--- config.mk ---
export PLATFORM = sky130hd
export DESIGN_NAME = rob_core
export DESIGN_NICKNAME = d
export VERILOG_FILES = /design/src/rtl/rob_pkg.sv /design/src/rtl/rob_ptr.sv /design/src/rtl/rob_cf_gate.sv /design/src/rtl/rob_mem_gate.sv /design/src/rtl/rob_retire_count.sv /design/src/rtl/rob_core.sv
export SDC_FILE = /design/constraint.sdc
export NUM_CORES = 1
export LEC_CHECK = 0
export ABC_AREA = 1
export BUFFER_PORTS_ARGS = -buffer_cell sky130_fd_sc_hd__buf_2
export CAP_MARGIN = 30
export CELL_PAD_IN_SITES_DETAIL_PLACEMENT = 0
export CELL_PAD_IN_SITES_GLOBAL_PLACEMENT = 2
export CORE_UTILIZATION = 35
export CTS_BUF_LIST = sky130_fd_sc_hd__clkbuf_4 sky130_fd_sc_hd__clkbuf_8
export CTS_CLUSTER_DIAMETER = 30
export DETAILED_ROUTE_END_ITERATION = 6
export GPL_ROUTABILITY_DRIVEN = 0
export PLACE_DENSITY = 0.75
export SETUP_SLACK_MARGIN = 0.1
export SLEW_MARGIN = 5
export SYNTH_ARGS = -nofsm -noshare
export SYNTH_HDL_FRONTEND = slang
export SYNTH_SLANG_ARGS = --single-unit
--- constraint.sdc ---
create_clock -name clk -period 7.3 [get_ports clk]
set_clock_uncertainty 0.1 [all_clocks]
set_input_delay 0.73 -clock clk [delete_from_list [all_inputs] [get_ports clk]]
set_output_delay 0.73 -clock clk [all_outputs]
set_load 0.005 [all_outputs]
--- src/rtl/rob_pkg.sv ---
package rob_pkg;
  localparam int ARCH_W = 4;
  localparam int PHYS_W = 5;
  localparam int KIND_W = 3;

  typedef enum logic [KIND_W-1:0] {
    K_ALU = 3'd0,
    K_MUL = 3'd1,
    K_BRZ = 3'd2,
    K_JMP = 3'd3,
    K_BAL = 3'd4,
    K_LD  = 3'd5,
    K_ST  = 3'd6
  } op_kind_e;

  function automatic logic kind_is_ctl(input logic [KIND_W-1:0] k);
    return (k == K_BRZ) || (k == K_JMP) || (k == K_BAL);
  endfunction

  function automatic logic kind_is_mem(input logic [KIND_W-1:0] k);
    return (k == K_LD) || (k == K_ST);
  endfunction
endpackage

--- src/rtl/rob_ptr.sv ---
module rob_ptr #(
  parameter int DEPTH = 40,
  parameter int IW    = $clog2(DEPTH)
) (
  input  logic          clk,
  input  logic          rst_n,
  input  logic          adv,
  output logic [IW-1:0] ptr
);
  localparam logic [IW-1:0] LAST = IW'(DEPTH - 1);

  logic [IW-1:0] ptr_d, ptr_q;

  always_comb begin
    ptr_d = ptr_q;
    if (adv) ptr_d = (ptr_q == LAST) ? '0 : ptr_q + 1'b1;
  end

  always_ff @(posedge clk or negedge rst_n) begin
    if (!rst_n) ptr_q <= '0;
    else        ptr_q <= ptr_d;
  end

  assign ptr = ptr_q;

  AST_PTR_WRAP: assert property (@(posedge clk) disable iff (!rst_n)
    adv |=> (ptr_q == (($past(ptr_q) == LAST) ? '0 : $past(ptr_q) + 1'b1)));
endmodule

--- src/rtl/rob_cf_gate.sv ---
module rob_cf_gate (
  input  logic clk,
  input  logic rst_n,
  input  logic ctl_accept,
  input  logic cf_issued,
  output logic ctl_pend
);
  logic pend_d, pend_q;

  always_comb begin
    pend_d = pend_q;
    if (cf_issued)  pend_d = 1'b0;
    if (ctl_accept) pend_d = 1'b1;
  end

  always_ff @(posedge clk or negedge rst_n) begin
    if (!rst_n) pend_q <= 1'b0;
    else        pend_q <= pend_d;
  end

  assign ctl_pend = pend_q;

  AST_CF_HOLD: assert property (@(posedge clk) disable iff (!rst_n)
    (pend_q && !cf_issued) |=> pend_q);
  AST_CF_NO_DOUBLE: assert property (@(posedge clk) disable iff (!rst_n)
    pend_q |-> !ctl_accept);
endmodule

--- src/rtl/rob_mem_gate.sv ---
module rob_mem_gate (
  input  logic clk,
  input  logic rst_n,
  input  logic head_open,
  input  logic mem_ready,
  output logic head_mem,
  output logic mem_release,
  output logic mem_finish
);
  logic busy_d, busy_q;

  assign head_mem    = head_open && !busy_q;
  assign mem_release = head_mem && mem_ready;
  assign mem_finish  = busy_q;

  always_comb begin
    busy_d = busy_q;
    if (busy_q)      busy_d = 1'b0;
    if (mem_release) busy_d = 1'b1;
  end

  always_ff @(posedge clk or negedge rst_n) begin
    if (!rst_n) busy_q <= 1'b0;
    else        busy_q <= busy_d;
  end

  AST_MEM_ONE_CYCLE: assert property (@(posedge clk) disable iff (!rst_n)
    mem_release |=> (mem_finish && !head_mem));
  AST_MEM_SINGLE: assert property (@(posedge clk) disable iff (!rst_n)
    mem_finish |=> !mem_finish);
endmodule

--- src/rtl/rob_retire_count.sv ---
module rob_retire_count #(
  parameter int CW = 16
) (
  input  logic          clk,
  input  logic          rst_n,
  input  logic          pop_ld,
  input  logic          pop_st,
  output logic [CW-1:0] ld_count,
  output logic [CW-1:0] st_count
);
  logic [CW-1:0] ld_d, ld_q, st_d, st_q;

  always_comb begin
    ld_d = ld_q;
    st_d = st_q;
    if (pop_ld) ld_d = ld_q + 1'b1;
    if (pop_st) st_d = st_q + 1'b1;
  end

  always_ff @(posedge clk or negedge rst_n) begin
    if (!rst_n) begin
      ld_q <= '0;
      st_q <= '0;
    end else begin
      ld_q <= ld_d;
      st_q <= st_d;
    end
  end

  assign ld_count = ld_q;
  assign st_count = st_q;

  AST_CNT_EXCL: assert property (@(posedge clk) disable iff (!rst_n)
    !(pop_ld && pop_st));
endmodule

--- src/rtl/rob_core.sv ---
module rob_core #(
  parameter int DEPTH = 40,
  parameter int NCMP  = 3,
  parameter int CW    = 16,
  parameter int IW    = $clog2(DEPTH)
) (
  input  logic                      clk,
  input  logic                      rst_n,
  input  logic                      disp_valid,
  input  logic [2:0]                disp_kind,
  input  logic                      disp_has_dst,
  input  logic [3:0]                disp_arch,
  input  logic [4:0]                disp_phys,
  input  logic [4:0]                disp_prev,
  output logic                      disp_ready,
  output logic [IW-1:0]             disp_tag,
  input  logic                      cf_issued,
  input  logic [NCMP-1:0]           cmp_valid,
  input  logic [NCMP*IW-1:0]        cmp_tag,
  input  logic                      mem_ready,
  output logic                      head_mem,
  output logic                      mem_release,
  output logic                      cmt_valid,
  output logic [2:0]                cmt_kind,
  output logic                      cmt_has_dst,
  output logic [3:0]                cmt_arch,
  output logic [4:0]                cmt_phys,
  output logic [4:0]                cmt_prev,
  output logic [CW-1:0]             ld_count,
  output logic [CW-1:0]             st_count
);
  import rob_pkg::*;

  localparam int CNT_W = $clog2(DEPTH + 1);

  logic [KIND_W-1:0] kind_q  [DEPTH];
  logic              hdst_q  [DEPTH];
  logic [ARCH_W-1:0] arch_q  [DEPTH];
  logic [PHYS_W-1:0] phys_q  [DEPTH];
  logic [PHYS_W-1:0] prev_q  [DEPTH];
  logic [DEPTH-1:0]  done_d, done_q;

  logic [IW-1:0]    head, tail;
  logic [CNT_W-1:0] cnt_d, cnt_q;
  logic             full, empty, push, pop;
  logic             ctl_pend, head_open, mem_finish;

  assign full  = (cnt_q == CNT_W'(DEPTH));
  assign empty = (cnt_q == '0);

  assign disp_ready = !full && !(kind_is_ctl(disp_kind) && ctl_pend);
  assign disp_tag   = tail;
  assign push       = disp_valid && disp_ready;

  assign cmt_valid   = !empty && done_q[head];
  assign pop         = cmt_valid;
  assign cmt_kind    = kind_q[head];
  assign cmt_has_dst = hdst_q[head];
  assign cmt_arch    = arch_q[head];
  assign cmt_phys    = phys_q[head];
  assign cmt_prev    = prev_q[head];

  assign head_open = !empty && kind_is_mem(kind_q[head]) && !done_q[head];

  rob_ptr #(.DEPTH(DEPTH), .IW(IW)) u_head (
    .clk(clk), .rst_n(rst_n), .adv(pop), .ptr(head));

  rob_ptr #(.DEPTH(DEPTH), .IW(IW)) u_tail (
    .clk(clk), .rst_n(rst_n), .adv(push), .ptr(tail));

  rob_cf_gate u_cf (
    .clk(clk), .rst_n(rst_n),
    .ctl_accept(push && kind_is_ctl(disp_kind)),
    .cf_issued(cf_issued), .ctl_pend(ctl_pend));

  rob_mem_gate u_mem (
    .clk(clk), .rst_n(rst_n), .head_open(head_open), .mem_ready(mem_ready),
    .head_mem(head_mem), .mem_release(mem_release), .mem_finish(mem_finish));

  rob_retire_count #(.CW(CW)) u_cnt (
    .clk(clk), .rst_n(rst_n),
    .pop_ld(pop && (cmt_kind == K_LD)),
    .pop_st(pop && (cmt_kind == K_ST)),
    .ld_count(ld_count), .st_count(st_count));

  always_comb begin
    cnt_d = cnt_q;
    case ({push, pop})
      2'b10:   cnt_d = cnt_q + 1'b1;
      2'b01:   cnt_d = cnt_q - 1'b1;
      default: cnt_d = cnt_q;
    endcase
  end

  always_ff @(posedge clk or negedge rst_n) begin
    if (!rst_n) cnt_q <= '0;
    else        cnt_q <= cnt_d;
  end

  for (genvar i = 0; i < DEPTH; i++) begin : g_slot
    logic hit;
    always_comb begin
      hit = 1'b0;
      for (int k = 0; k < NCMP; k++) begin
        if (cmp_valid[k] && (cmp_tag[k*IW +: IW] == IW'(i))) hit = 1'b1;
      end
      done_d[i] = done_q[i];
      if (hit && !kind_is_mem(kind_q[i]))     done_d[i] = 1'b1;
      if (mem_finish && (head == IW'(i)))     done_d[i] = 1'b1;
      if (push && (tail == IW'(i)))           done_d[i] = 1'b0;
    end

    always_ff @(posedge clk or negedge rst_n) begin
      if (!rst_n) done_q[i] <= 1'b0;
      else        done_q[i] <= done_d[i];
    end

    always_ff @(posedge clk) begin
      if (push && (tail == IW'(i))) begin
        kind_q[i] <= disp_kind;
        hdst_q[i] <= disp_has_dst;
        arch_q[i] <= disp_arch;
        phys_q[i] <= disp_phys;
        prev_q[i] <= disp_prev;
      end
    end
  end

  AST_NO_OVERFLOW: assert property (@(posedge clk) disable iff (!rst_n)
    cnt_q <= CNT_W'(DEPTH));
  AST_FULL_BLOCK: assert property (@(posedge clk) disable iff (!rst_n)
    full |-> !push);
  AST_RETIRE_STEP: assert property (@(posedge clk) disable iff (!rst_n)
    (pop && !push) |=> (cnt_q == $past(cnt_q) - 1'b1));
  AST_MEM_WAIT: assert property (@(posedge clk) disable iff (!rst_n)
    head_mem |-> !cmt_valid);
endmodule

Word-level counts from Yosys, hierarchy flattened
Memories as Yosys holds them, arrays and structs flattened.
Index checks and enable logic that the tools add are counted.
{"block": "totals", "in_bits": 44, "mem_bits_rw": 720, "elab_cells": 1837, "regBits": 92, "out_inout_bits": 60, "mem_count": 5}
{"memory": "phys_q", "words": 40, "width": 5, "read_ports": 1, "rd_clocked_by_memory_dff": 0, "write_ports": 1, "line_no": "rob_core.sv:39", "rtl": "logic [PHYS_W-1:0] phys_q [DEPTH];"}
{"memory": "prev_q", "words": 40, "width": 5, "read_ports": 1, "rd_clocked_by_memory_dff": 0, "write_ports": 1, "line_no": "rob_core.sv:40", "rtl": "logic [PHYS_W-1:0] prev_q [DEPTH];"}
{"memory": "arch_q", "words": 40, "width": 4, "read_ports": 1, "rd_clocked_by_memory_dff": 0, "write_ports": 1, "line_no": "rob_core.sv:38", "rtl": "logic [ARCH_W-1:0] arch_q [DEPTH];"}
{"memory": "kind_q", "words": 40, "width": 3, "read_ports": 41, "rd_clocked_by_memory_dff": 0, "write_ports": 1, "line_no": "rob_core.sv:36", "rtl": "logic [KIND_W-1:0] kind_q [DEPTH];"}
{"memory": "hdst_q", "words": 40, "width": 1, "read_ports": 1, "rd_clocked_by_memory_dff": 0, "write_ports": 1, "line_no": "rob_core.sv:37", "rtl": "logic hdst_q [DEPTH];"}
{"block": "classes", "addsub": 6, "reduce_logical": 582, "magnitude_cmp": 1, "n_mux": 913, "eq_ne": 283}
{"operator": "6-bit two-way mux", "count": 197}
{"operator": "1-bit two-way mux", "count": 558}
{"operator": "6-bit by 5-bit equality test with 1-bit output (second input constant)", "count": 80}
{"operator": "5-bit two-way mux", "count": 78}
{"operator": "5-bit OR reduction", "count": 78}
{"operator": "1-bit logical AND", "count": 251}
{"operator": "3-bit equality test (second input constant)", "count": 83}
{"operator": "6-bit equality test (second input constant)", "count": 41}
{"operator": "6-bit by 4-bit equality test with 1-bit output (second input constant)", "count": 40}
{"operator": "4-bit two-way mux", "count": 39}
{"operator": "4-bit OR reduction", "count": 39}
{"operator": "6-bit by 3-bit equality test with 1-bit output (second input constant)", "count": 20}
{"operator": "3-bit nonzero test", "count": 40}
{"operator": "3-bit two-way mux", "count": 39}
{"operator": "3-bit OR reduction", "count": 39}
{"operator": "6-bit by 2-bit equality test with 1-bit output (second input constant)", "count": 10}
{"operator": "1-bit logical NOT", "count": 45}
{"operator": "1-bit logical OR", "count": 43}
{"operator": "1-bit OR reduction", "count": 39}
{"operator": "6-bit logical NOT", "count": 6}
{"operator": "16-bit by 1-bit adder with 16-bit output (second input constant)", "count": 2}
{"operator": "6-bit by 1-bit equality test with 1-bit output (second input constant)", "count": 5}
{"operator": "6-bit by 1-bit adder with 6-bit output (second input constant)", "count": 3}
{"operator": "6-bit case mux with 2 select lines", "count": 1}
{"operator": "other kinds (7)", "count": 9}

Longest topological paths before layout
{"block": "logic_depth", "word_depth": 50, "mapped_depth": 25, "ltp_nobuf": 23}

Modules after synthesis
From an unflattened synthesis, not the netlist that was laid out.
{"block": "hier_totals", "hier_cells": 2729, "area_unflattened_um2": 33572.2}
{"module": "rob_core", "instances": 1, "seq_area_each_um2": 22771.8, "cells_per_inst": 2473, "area_each_um2": 31271.2}
{"module": "rob_retire_count", "instances": 1, "seq_area_each_um2": 800.8, "cells_per_inst": 165, "area_each_um2": 1589.0}
{"module": "rob_ptr", "instances": 2, "seq_area_each_um2": 150.1, "cells_per_inst": 40, "area_each_um2": 311.5}
{"module": "rob_mem_gate", "instances": 1, "seq_area_each_um2": 25.0, "cells_per_inst": 6, "area_each_um2": 48.8}
{"module": "rob_cf_gate", "instances": 1, "seq_area_each_um2": 25.0, "cells_per_inst": 5, "area_each_um2": 40.0}

Least setup slack after synthesis
No wires, ideal clock.
{"block": "synth_timing", "path_kind": "register -> register", "from": "register u_head.ptr_q[0] (netlist: u_head.ptr[0])", "to": "register cnt_q[5]", "n_path_buf": 3, "slack_ns": 3.955, "arrival_time_ns": 3.122, "required_time_ns": 7.077, "setup_time_ns": 0.123, "stages_incl_launch_ff": 25, "synth_period_minus_slack_ns": 3.345, "path_cell_list": "dfrtp_1 buf_4 buf_4 nor2_1 nor2_1 o21ai_1 o21ai_0 nand2_1 nand2_1 o21ai_1 nand3_1 nand2_2 buf_2 inv_2 ha_1 ha_1 nand2_1 nand2_1 a31oi_1 nor2_1 nor2_1 nor2_1 o21ai_0 nand3_1 xnor2_1"}
{"block": "synth_between", "elab_chain_len": 5, "elab_cells_between_ends": 7, "classes_between": "2 x eq/ne; 3 x mux; 2 x reduce/logical"}
{"element": "start: declaration", "line_no": "rob_ptr.sv:12", "rtl": "logic [IW-1:0] ptr_d, ptr_q;"}
{"element": "start signal: assignment", "line_no": "rob_ptr.sv:21", "rtl": "else ptr_q <= ptr_d;"}
{"element": "1-bit binary-select mux with 6-bit select *", "line_no": "rob_core.sv:55", "rtl": "assign cmt_valid = !empty && done_q[head];"}
{"element": "1-bit two-way mux (not written as such) *", "line_no": "rob_core.sv:55"}
{"element": "1-bit logical AND *", "line_no": "rob_core.sv:55"}
{"element": "net cmt_valid", "line_no": "rob_core.sv:23", "rtl": "output logic cmt_valid,"}
{"element": "2-bit by 1-bit equality test with 1-bit output or 2-bit equality test (tied branches)", "line_no": "rob_core.sv:88", "rtl": "case ({push, pop})"}
{"element": "6-bit case mux with 2 select lines or 2-bit nonzero test (tied branches)"}
{"element": "end signal: assignment", "line_no": "rob_core.sv:97", "rtl": "else cnt_q <= cnt_d;"}
{"element": "end: declaration", "line_no": "rob_core.sv:44", "rtl": "logic [CNT_W-1:0] cnt_d, cnt_q;"}
Mark *: on every way through the listed nets, which the timed path passes. The rest lies on a longest branch. The select of a mux whose other input is x is not followed.
A chain may end at the register's enable or synchronous reset.

Worst setup path after layout
{"block": "layout_timing", "from": "register u_head.ptr_q[0] (netlist: u_head.ptr[0])", "to": "output mem_release"}
{"block": "layout_between", "elab_chain_len": 7, "elab_cells_between_ends": 11, "classes_between": "2 x eq/ne; 2 x mux; 6 x reduce/logical; 1 x memory"}
{"element": "memory 40 x 3 bit"}
{"element": "3-bit equality test", "line_no": "rob_pkg.sv:21", "rtl": "return (k == K_LD) || (k == K_ST);"}
{"element": "1-bit logical OR", "line_no": "rob_pkg.sv:21"}
{"element": "1-bit logical AND", "line_no": "rob_core.sv:63", "rtl": "assign head_open = !empty && kind_is_mem(kind_q[head]) && !done_q[head];"}
{"element": "1-bit logical AND *", "line_no": "rob_core.sv:63"}
{"element": "1-bit logical AND *", "line_no": "rob_mem_gate.sv:12", "rtl": "assign head_mem = head_open && !busy_q;"}
{"element": "1-bit logical AND *", "line_no": "rob_mem_gate.sv:13", "rtl": "assign mem_release = head_mem && mem_ready;"}
{"element": "end: declaration", "line_no": "rob_core.sv:22", "rtl": "output logic mem_release,"}
Mark *: on every way between the ends. The rest lies on a longest branch, timed or not. The select of a mux whose other input is x is not followed.

==> run metrics <==
post-synthesis net count=3340; worst path arrival time=4.68 ns; Slew Limit Fails=0; Synth area leader=edfxtp_1; post-CTS setup buffer count=0; Cell variety after synth=39; Async SR Flop Fraction=0.1133; GRT Residual Overflow=0; crit end category=output port; Mapped Cells=3280; CTS buffer count=173; Worst Tran Pin Value=1.017 ns; top cells by count, synth=720 x edfxtp_1, 585 x nand2_1, 514 x nor2_1; Area after DPL=37440 um^2; crit-path cells=inv_8 > buf_16 > buf_12 > nand2_1 > nand2_1 > nand2_1 > o21ai_1 > nand2_1 > nand2_1 > o21ai_0 > nand3_1 > nand3_4 > nand2_1 > nand2_1 > nor2_1 > buf_2; H-tree levels=4; share of layout cells above drive strength 1=0.1439; sw power=5998 uW; most frequent CP cell=nand2_1; cell row count=116; Port Buffer Count=103; EDFF count, synth=720; clk sinks=812; flops & latches, synth=812; Worst Path Max Fanout=213; status=completed; Hold Crit Class=in -> async; CP Launch Type=flip-flop; Yosys warnings=0; CTS clk-pin slew, worst paths=0.06 ns; clock root buffer=clkbuf_8; Max Root-Sink Buffers=3; Peak VDD IR=282.7 uV; first-pass GRT wire length=163500 um; Worst slew margin=0.3223; # IOs=104; max cap viols=0; drt drc=0; Buf+Inv Stages, Crit Path=4; P_int=10110 uW; vias in the first global route=24860; final period utilization=0.7542; top cell family by delay on the critical path=buffers and inverters; initial antenna violation count=5; setup TNS=0 ns; Yosys top cell area share=0.6122; Combinational Power Share=0.318; vias per cell=5.172; Syn Area/Cell=10.77 um^2; Largest stage delay, worst path=0.70 ns; WL/cell=22.43 um; Finished Cell Area=41430 um^2; leakage=0.01501 uW; sequential share of the synthesized area=0.6774; Initial Utilization=0.3532; share of power burned in registers=0.345; CTS tree=built; Synth Cell Area=35320 um^2; fin crit period=5.506 ns; Die ar.=102200 um^2; unrepaired setup endpoints after global routing=false; total track usage=0.2149; Routed Antenna Nets=0; Final setup viols=0; final hold vios=0; HPWL after DPL=64860 um; Core ar.=100000 um^2; routed vias=25370; largest net degree at the start of global routing=214; Non-Filler Instances=4906; cell with the most instances after synthesis=edfxtp_1; power per cell area=388.8 nW/um^2; switch share=0.3723; Req. time, crit path=6.47 ns; Post-Route WL=110100 um; Layout Nets=3519; Die W=319.7 um; most frequently used flop master after synthesis=edfxtp_1; Initial DRT Pass Iterations=5; placed insts=4577; Max Clk Rate=181.6 MHz; Slowest cell on crit path=buf_12; die height=319.7 um; Clk pwr share=0.337; DRT iter0 DRCs=2059; R2R setup slack=2.91 ns; synth-to-layout area growth=17.30%; Setup CP Type=reg -> out; Synth area leaders=edfxtp_1 61%, dfrtp_1 6.5%, nand2_1 6.2%, o21ai_0 5.5%, nor2_1 5.5%; Skew-Pair Late Insertion Delay=0.82 ns
[area by class of cell]
type	count	area (um^2)
clock inverter	121	1276
clock buffer	202	2624
multi-input combinational	2102	10060
sequential	812	23930
tap	1298	1624
fill	9662	58570
inverter	197	752.0
timing repair buffer	173	1156
antenna	1	2.502
[worst paths after layout]
| check | from | end | cells after the start |
|---|---|---|---|
| setup reg to reg | u_head.ptr[2] | cnt_q[5] | 20 |
| hold / removal | rst_n | u_cnt.ld_count[9] | 2 |
| setup / recovery | u_head.ptr[0] | mem_release | 16 |
| hold reg to reg | cnt_q[5] | cnt_q[5] | 1 |
| max in group asynchronous | rst_n | u_head.ptr[1] | 3 |
| min in group clk | disp_kind[1] | kind_q[25][1] | 2 |
[power by group through the flow]
stage / Clock, uW / Combinational [uW] / Sequential (uW)
floorplan: 0 / 3320 / 5560
global placement: 0 / 5110 / 5640
detailed placement: 0 / 5120 / 5640
CTS: 5520 / 5140 / 5550
global route: 5740 / 5670 / 5590
finish: 5430 / 5130 / 5550
[registers in the layout (all words and copies together), names as in the netlist, 16 cells and up]
signal          cells
hdst_q             40
u_cnt.ld_count     16
done_q             40
prev_q            200
phys_q            200
kind_q            120
arch_q            160
u_cnt.st_count     16
[routing by layer]
layer / up-vias / global-route usage / routed length [um]
li1: 11950 / - / -
met4: 6 / 0.06549 / 2426
met3: 170 / 0.03742 / 5787
met5: - / 0 / 32
met2: 704 / 0.3514 / 52000
met1: 12540 / 0.2910 / 49810
[placed cells by master, fill, tap and decap left out, drive strengths merged]
master,n
clkbuf,202
inv,203
o22ai,128
nand3,128
nand3b,1
fa,1
xor2,33
dlygate4sd3,3
nor4,3
clkinv,79
nor2,518
nor3,28
nor3b,2
o31ai,1
o21ai,414
dfrtp,92
nand2,586
diode,1
o211ai,30
o221ai,22
ha,15
buf,170
o32ai,1
a32o,2
edfxtp,720
a31oi,2
clkinvlp,11
a22oi,3
o21bai,32
bufinv,25
xnor2,2
nand4,19
a21oi,131
[logic make-up after synthesis]
logic type	Yosys count	share of synthesized area
AOI/OAI and AO/OA	766	0.1206
xor gates and xnor gates	35	0.008680
adders and majority gates	16	0.005881
buffers and inverters	366	0.04205
DFF	812	0.6774
and+or+nand+nor	1285	0.1455
[timing repair]
item                      CTS  global route
hold endpoints to repair   38             0
gates resized for setup     0             0
hold buffers                3             0
[per-stage QoR]
step / hold slack (ns) / utilization / worst slack [ns] / power, uW
CTS: 0.2972 / 0.4137 / 1.779 / 16210
global placement: 0.3968 / 0.3738 / 2.671 / 10750
global route: 0.3289 / 0.4143 / 1.484 / 17000
floorplan: 0.3344 / - / 3.955 / 8879
detailed placement: 0.3906 / 0.3744 / 2.706 / 10760
finish: 0.3448 / 0.4143 / 1.794 / 16110
No activity file was read; power rests on OpenSTA's default activity.
